<file path="src/rtl/spi_fr_pkg.sv">
`timescale 1ns/1ps
package spi_fr_pkg;

    localparam int BYTE_W = 8;
    localparam int LOW_W  = 6;
    localparam int CNT3_W = $clog2(BYTE_W);

    localparam logic [LOW_W-1:0]  PAGE_LOW = 6'h0F;
    localparam int                EN_ADDR  = 2;
    localparam logic [BYTE_W-1:0] EN_KEY   = 8'h01;

    typedef enum logic [1:0] {
        PH_INSTR = 2'd0,
        PH_DATA  = 2'd1,
        PH_HUNT  = 2'd2
    } phase_e;

    typedef struct packed {
        logic             rd;
        logic             stream;
        logic [LOW_W-1:0] low;
    } instr_t;

    function automatic instr_t decode_instr(input logic [BYTE_W-1:0] b);
        return instr_t'(b);
    endfunction

    function automatic logic [BYTE_W-1:0] shift_in(input logic [BYTE_W-1:0] cur, input logic bit_in);
        return {cur[BYTE_W-2:0], bit_in};
    endfunction

endpackage

</file>
<file path="src/rtl/spi_sclk_edge.sv">
`timescale 1ns/1ps
module spi_sclk_edge (
    input  logic clk,
    input  logic rst,
    input  logic sclk_i,
    output logic rise_o
);
    logic sclk_q;

    always_ff @(posedge clk) begin
        if (rst) sclk_q <= 1'b0;
        else     sclk_q <= sclk_i;
    end

    assign rise_o = sclk_i & ~sclk_q;
endmodule

</file>
<file path="src/rtl/spi_run_det.sv">
`timescale 1ns/1ps
module spi_run_det #(
    parameter int RUN_LEN = 73,
    parameter int CNT_W   = $clog2(RUN_LEN + 1)
) (
    input  logic             clk,
    input  logic             rst,
    input  logic             csb_i,
    input  logic             rise_i,
    input  logic             sdi_i,
    input  logic             en_i,
    output logic             hit_o,
    output logic [CNT_W-1:0] cnt_o
);
    localparam logic [CNT_W-1:0] LIMIT = CNT_W'(RUN_LEN);
    localparam logic [CNT_W-1:0] LAST  = CNT_W'(RUN_LEN - 1);

    logic [CNT_W-1:0] cnt_q;

    always_ff @(posedge clk) begin
        if (rst || csb_i) begin
            cnt_q <= '0;
        end else if (rise_i) begin
            if (!sdi_i)             cnt_q <= '0;
            else if (cnt_q != LIMIT) cnt_q <= cnt_q + 1'b1;
        end
    end

    assign hit_o = !csb_i && rise_i && sdi_i && en_i && (cnt_q == LAST);
    assign cnt_o = cnt_q;
endmodule

</file>
<file path="src/rtl/spi_frame_fsm.sv">
`timescale 1ns/1ps
module spi_frame_fsm
    import spi_fr_pkg::*;
(
    input  logic              clk,
    input  logic              rst,
    input  logic              csb_i,
    input  logic              rise_i,
    input  logic              sdi_i,
    input  logic              hit_i,
    input  logic [BYTE_W-1:0] rd_data_i,
    output logic [LOW_W-1:0]  low_o,
    output logic              wr_stb_o,
    output logic [BYTE_W-1:0] wdata_o,
    output logic              sdo_o
);
    phase_e            phase;
    logic [CNT3_W-1:0] bit_cnt;
    logic [BYTE_W-1:0] shreg;
    logic [BYTE_W-1:0] rd_sh;
    instr_t            ins;
    logic [LOW_W-1:0]  low;
    logic              adv_q;
    logic              load_q;
    logic              wr_stb;
    logic [BYTE_W-1:0] wdata;

    logic [BYTE_W-1:0] byte_in;
    instr_t            new_ins;
    logic              last_bit;

    assign byte_in  = shift_in(shreg, sdi_i);
    assign new_ins  = decode_instr(byte_in);
    assign last_bit = (bit_cnt == CNT3_W'(BYTE_W - 1));

    always_ff @(posedge clk) begin
        if (rst) begin
            phase   <= PH_INSTR;
            bit_cnt <= '0;
            shreg   <= '0;
            rd_sh   <= '0;
            ins     <= '0;
            low     <= '0;
            adv_q   <= 1'b0;
            load_q  <= 1'b0;
            wr_stb  <= 1'b0;
            wdata   <= '0;
        end else begin
            wr_stb <= 1'b0;
            if (csb_i) begin
                phase   <= PH_INSTR;
                bit_cnt <= '0;
                adv_q   <= 1'b0;
                load_q  <= 1'b0;
            end else if (hit_i) begin
                phase   <= PH_HUNT;
                bit_cnt <= '0;
                adv_q   <= 1'b0;
                load_q  <= 1'b0;
            end else if (rise_i) begin
                unique case (phase)
                    PH_HUNT: begin
                        if (!sdi_i) begin
                            phase   <= PH_INSTR;
                            bit_cnt <= CNT3_W'(1);
                            shreg   <= '0;
                        end
                    end
                    PH_INSTR: begin
                        shreg   <= byte_in;
                        bit_cnt <= bit_cnt + 1'b1;
                        if (last_bit) begin
                            ins    <= new_ins;
                            low    <= new_ins.low;
                            phase  <= PH_DATA;
                            load_q <= new_ins.rd;
                        end
                    end
                    PH_DATA: begin
                        shreg   <= byte_in;
                        rd_sh   <= {rd_sh[BYTE_W-2:0], 1'b0};
                        bit_cnt <= bit_cnt + 1'b1;
                        if (last_bit) begin
                            if (!ins.rd) begin
                                wr_stb <= 1'b1;
                                wdata  <= byte_in;
                            end
                            if (ins.stream) adv_q <= 1'b1;
                            else            phase <= PH_INSTR;
                        end
                    end
                    default: phase <= PH_INSTR;
                endcase
            end else if (adv_q) begin
                low    <= low + 1'b1;
                adv_q  <= 1'b0;
                load_q <= ins.rd;
            end else if (load_q) begin
                rd_sh  <= rd_data_i;
                load_q <= 1'b0;
            end
        end
    end

    assign low_o    = low;
    assign wr_stb_o = wr_stb;
    assign wdata_o  = wdata;
    assign sdo_o    = (phase == PH_DATA) && ins.rd && !csb_i && rd_sh[BYTE_W-1];
endmodule

</file>
<file path="src/rtl/spi_ctl_regs.sv">
`timescale 1ns/1ps
module spi_ctl_regs
    import spi_fr_pkg::*;
#(
    parameter int URA_W  = 3,
    parameter int ADDR_W = URA_W + LOW_W
) (
    input  logic              clk,
    input  logic              rst,
    input  logic              hit_i,
    input  logic              wr_stb_i,
    input  logic [ADDR_W-1:0] addr_i,
    input  logic [BYTE_W-1:0] wdata_i,
    output logic [URA_W-1:0]  ura_o,
    output logic              en_o
);
    logic [URA_W-1:0] ura_q;
    logic             en_q;

    always_ff @(posedge clk) begin
        if (rst) begin
            ura_q <= '0;
            en_q  <= 1'b0;
        end else begin
            if (hit_i)
                ura_q <= '0;
            else if (wr_stb_i && addr_i[LOW_W-1:0] == PAGE_LOW)
                ura_q <= wdata_i[URA_W-1:0];
            if (wr_stb_i && addr_i == ADDR_W'(EN_ADDR))
                en_q <= (wdata_i == EN_KEY);
        end
    end

    assign ura_o = ura_q;
    assign en_o  = en_q;
endmodule

</file>
<file path="src/rtl/spi_framer.sv">
`timescale 1ns/1ps
module spi_framer
    import spi_fr_pkg::*;
#(
    parameter  int URA_W   = 3,
    parameter  int RUN_LEN = 73,
    localparam int ADDR_W  = URA_W + LOW_W
) (
    input  logic              clk,
    input  logic              rst,
    input  logic              csb_i,
    input  logic              sclk_i,
    input  logic              sdi_i,
    input  logic [BYTE_W-1:0] rd_data_i,
    output logic              sdo_o,
    output logic              wr_stb_o,
    output logic [ADDR_W-1:0] addr_o,
    output logic [BYTE_W-1:0] wdata_o
);
    localparam int RUN_W = $clog2(RUN_LEN + 1);

    logic             rise;
    logic             hit;
    logic [RUN_W-1:0] run_cnt;
    logic [LOW_W-1:0] low;
    logic [URA_W-1:0] ura;
    logic             en;

    spi_sclk_edge u_edge (
        .clk    (clk),
        .rst    (rst),
        .sclk_i (sclk_i),
        .rise_o (rise)
    );

    spi_run_det #(.RUN_LEN(RUN_LEN), .CNT_W(RUN_W)) u_run (
        .clk    (clk),
        .rst    (rst),
        .csb_i  (csb_i),
        .rise_i (rise),
        .sdi_i  (sdi_i),
        .en_i   (en),
        .hit_o  (hit),
        .cnt_o  (run_cnt)
    );

    spi_frame_fsm u_fsm (
        .clk       (clk),
        .rst       (rst),
        .csb_i     (csb_i),
        .rise_i    (rise),
        .sdi_i     (sdi_i),
        .hit_i     (hit),
        .rd_data_i (rd_data_i),
        .low_o     (low),
        .wr_stb_o  (wr_stb_o),
        .wdata_o   (wdata_o),
        .sdo_o     (sdo_o)
    );

    spi_ctl_regs #(.URA_W(URA_W), .ADDR_W(ADDR_W)) u_ctl (
        .clk      (clk),
        .rst      (rst),
        .hit_i    (hit),
        .wr_stb_i (wr_stb_o),
        .addr_i   (addr_o),
        .wdata_i  (wdata_o),
        .ura_o    (ura),
        .en_o     (en)
    );

    assign addr_o = {ura, low};
endmodule

</file>
<file path="config.mk">
export PLATFORM = sky130hd
export DESIGN_NAME = spi_framer
export DESIGN_NICKNAME = d
export VERILOG_FILES = /design/src/rtl/spi_fr_pkg.sv /design/src/rtl/spi_sclk_edge.sv /design/src/rtl/spi_run_det.sv /design/src/rtl/spi_frame_fsm.sv /design/src/rtl/spi_ctl_regs.sv /design/src/rtl/spi_framer.sv
export SDC_FILE = /design/constraint.sdc
export NUM_CORES = 1
export LEC_CHECK = 0
export CORE_MARGIN = 3
export CORE_UTILIZATION = 50
export CTS_CLUSTER_DIAMETER = 100
export DETAILED_ROUTE_END_ITERATION = 16
export GPL_TIMING_DRIVEN = 0
export MAX_ROUTING_LAYER = met4
export PLACE_DENSITY = 0.82
export SLEW_MARGIN = 15
export SYNTH_ARGS = -nofsm -noshare
export SYNTH_HDL_FRONTEND = slang
export SYNTH_SLANG_ARGS = --single-unit
</file>
<file path="constraint.sdc">
create_clock -name clk -period 1.9 [get_ports clk]
set_clock_uncertainty 0.1 [all_clocks]
set_input_delay 0.38 -clock clk [delete_from_list [all_inputs] [get_ports clk]]
set_output_delay 0.38 -clock clk [all_outputs]
set_load 0.05 [all_outputs]
</file>
==> results.yml <==
timing:
  hold-worst-slack_ns: 0.284
  finalCritPeriodShare_pct: 95.9
  final_max_slew_violation_count: 0
  fin_crit_ns: 1.82
  relSlewSlack_pct: 64.7
  timing.final.hold_violations: 0
  fmax_mhz: 549
  tightestPinTransition_ns: 0.527
  setup_viol: 0
synthesis:
  total_nets_after_synthesis: 304
  synth-async-reset-ratio_pct: 0
  yosys.area.top_type_share_pct: 39.1
  synth_top_cell_by_area: "dfxtp_1"
  netlist_instances: 284
  synth-compound-area-share_pct: 21.8
  synth_seq_area_share_pct: 39.1
  synthAdderAreaFrac_pct: 3.35
  synth_top_family_by_area: "simple AND/OR/NAND/NOR gates"
  ys_top_cells_by_area: "dfxtp_1 39%, mux2i_1 5.0%, a21oi_1 4.8%"
  average_size_of_a_mapped_cell_um2: 9.19
  synth_enable_flop_cells: 0
  synth.lib_cells_used.distinct: 51
  yosys_register_bits: 51
  synth.cell_area_um2: 2610
  simple_gate_area_share_of_the_yosys_netlist_pct: 24.5
  synth_mux_area_share_pct: 5.85
  synth_warnings: 0
  synth_xor_area_share_pct: 1.34
  synth_flop_cell: "dfxtp_1"
outcome:
  outcome: "complete, no violations"
clocking:
  cts.htree.levels: 2
  tritoncts: "yes"
  cts.path.max_buffers: 2
  post_cts_hold_buffer_count: 0
  clk-insertion-delay-late_ns: 0.30
  clk_root_buffer_cell: "clkbuf_8"
  cts_sinks: 51
  cts_buffers: 5
  clk_transition_reported_paths_ns: 0.09
drt:
  drt-pass1-iter-count: 4
  wl_per_cell_um: 16.4
  first_iter_violations: 165
  antenna_violating_nets_post_route: 0
  vias: 2361
  drt_wl_total_um: 6470
  route.detailed.drc: 0
  post_drt_via_cell_ratio: 5.98
setup_path:
  crit_path_max_fanout: 5
  worst_path_largest_cell_delay_ns: 0.37
  worstReg2RegStart: "u_run.cnt_o[0]$_SDFFE_PP0P_"
  endpoint: "sdo_o"
  timing.critical_path.slowest_stage_cell: "dfxtp_1"
  worstSetupStartpoint: "u_fsm.phase[1]$_SDFFE_PP0P_"
  ff2ff_path_depth: 8
  worst_setup_path_start_kind: "flip-flop"
  worst-endpoint-arrival_ns: 1.34
  critical_path.reg2reg.endpoint: "u_fsm.adv_q$_SDFFE_PP0P_"
  worstSetupPathType: "reg2out"
  crit_required_ns: 1.42
  reg2reg_setup_slack_ns: 0.09
  timing.critical_path.to_type: "output port"
  critical_path.cell_chain: "and2b_2, nand3_1, nor2_1, buf_6"
global_routing:
  grt_util_met1_pct: 30.1
  maximum_number_of_pins_on_one_net_before_global_route_repair: 16
  first_pass_grt_wire_length_um: 10600
  gr-usage-met3_pct: 4.01
  busiest_layer: "met2"
  first_global_vias: 2194
  globalRouteTotalUtil_pct: 21.9
  grt_remaining_overflow: 0
  grt_antenna_before_repair: 0
  gr-usage-met2_pct: 33.2
power_and_ir_drop:
  overall_power_mw: 1.89
  leakage_power_total_nw: 1.21
  peakVddDrop_uv: 494
  p_per_area_nw_per_um2: 593
floorplanning:
  placeableCoreArea_um2: 4880
  die_area_um2: 6130
  width_of_the_die_um: 78.3
  ios: 32
  chipHeight_um: 78.3
  initial_utilization_pct: 53.5
  number_of_placement_rows: 25
placement:
  globalplace.congestion: 0.886
  dp_hpwl_um: 4560
  portBuffers: 30
final_layout:
  design.final.nets: 347
  fraction_of_final_layout_cells_with_drive_strength_greater_than_1_pct: 17.4
  flow.area_growth_from_synthesis_pct: 22.2
  diodes: 0
hold_path:
  min-delay-path-class: "in2reg"
run:
  max-cap-violations: 0
[metrics by stage]
| stage | setup TNS (ns) | setup slack (ns) | area [um^2] | utilization [%] | cells |
|---|---|---|---|---|---|
| floorplan | 0 | 0.0631 | 2610 | - | 284 |
| global placement | -21.42 | -0.634 | 3000 | 61.4 | 381 |
| detailed placement | -22.50 | -0.631 | 3000 | 61.4 | 381 |
| CTS | -0.0237 | -0.0237 | 3100 | 63.5 | 391 |
| global route | -0.0129 | -0.0102 | 3190 | 65.4 | 395 |
| finish | 0 | 0.0781 | 3190 | 65.4 | 395 |
[logic make-up after synthesis]
logic type,after synthesis
buffers and inverters,22
adders and majority gates,7
xor gates and xnor gates,4
and+or+nand+nor,103
AOI/OAI and AO/OA,82
DFF,51
muxes,15
[layer usage]
layer	share of wire (%)	vias up
met2	46	67
li1	-	1153
met5	0	-
met3	5.0	12
met1	47	1129
met4	1.5	0
[area by class of cell]
| type | count | area, um^2 |
|---|---|---|
| Fill cell | 410 | 1690 |
| Buffer | 12 | 72.6 |
| Clock buffer | 7 | 86.3 |
| Multi-Input combinational cell | 211 | 1550 |
| Sequential cell | 51 | 1030 |
| Inverter | 9 | 33.8 |
| Tap cell | 67 | 83.8 |
| Timing Repair Buffer | 37 | 329 |
| Clock inverter | 1 | 8.76 |
[report_power, final]
group | switching [mW] | leakage (nW) | internal (mW)
logic | 0.0897 | 0.747 | 0.0639
clock network | 0.361 | 0.0484 | 0.299
registers | 0.00542 | 0.413 | 1.07
total | 0.456 | 1.21 | 1.44
[sequential cells by signal, summed over array words and instances, names as in the netlist]
name,cells
u_ctl.en_o,1
u_ctl.ura_o,3
u_edge.sclk_q,1
u_fsm.adv_q,1
u_fsm.bit_cnt,3
u_fsm.ins,2
u_fsm.load_q,1
u_fsm.low_o,6
u_fsm.phase,2
u_fsm.rd_sh,8
u_fsm.shreg,7
u_fsm.wdata_o,8
u_fsm.wr_stb_o,1
u_run.cnt_o,7
[Yosys cell counts (2+ instances only)]
cell and count:
nor3b_1 2, a21oi_1 25, nand2b_1 3, clkbuf_1 7, buf_6 2, o211ai_1 3
xnor2_1 4, nand4b_4 2, o221ai_1 3, a21o_1 4, nand3b_1 6, mux2i_1 13
or3_1 7, o22ai_1 3, ha_1 7, nand3_1 13, dfxtp_1 51, a31oi_1 11
and4b_1 2, a22oi_1 3, mux2_2 2, nor2b_1 3, a211oi_1 8, nand2_1 19
buf_2 3, o21ai_0 13, nand4_1 3, nor3_1 3, nor4_1 5, nor2_1 20
inv_1 8, or3b_2 7
[worst min path at each step]
stage	startpoint	cells past startpoint	slack (ns)	to
after CTS	csb_i	3	0.27	u_fsm.rd_sh[0]$_SDFFE_PP0P_
after global placement	u_fsm.bit_cnt[0]$_SDFFE_PP0P_	1	0.37	u_fsm.bit_cnt[0]$_SDFFE_PP0P_
after floorplan	u_fsm.bit_cnt[0]$_SDFFE_PP0P_	1	0.34	u_fsm.bit_cnt[0]$_SDFFE_PP0P_
after global routing	csb_i	3	0.31	u_fsm.rd_sh[0]$_SDFFE_PP0P_
final	csb_i	3	0.28	u_fsm.rd_sh[0]$_SDFFE_PP0P_
after detailed placement	u_fsm.bit_cnt[0]$_SDFFE_PP0P_	1	0.37	u_fsm.bit_cnt[0]$_SDFFE_PP0P_
[timing repair]
action,4_1_cts,5_1_grt
endpoints found under the setup margin,59,39
resized for setup,33,17
pin swaps,1,1
setup buffers,3,4
[critical path, delay by kind of cell, from the launching register on]
| kind | cells | cell delay [ns] |
|---|---|---|
| simple gates | 3 | 0.50 |
| flops | 1 | 0.37 |
| buf+inv | 1 | 0.17 |
[placed cells by master (no fill, tap or decap), drive strengths merged, types with 7 or more instances in the layout]
master          n
clkdlybuf4s50   9
or3             7
a21oi          25
mux2i          13
a211oi          8
clkbuf         13
a31oi          11
ha              7
dfxtp          51
nand2          19
or3b            9
nor2           20
o21ai          13
inv             8
buf            14
dlygate4sd2    20
nand3          13
Power figures use the tool's default switching activity.
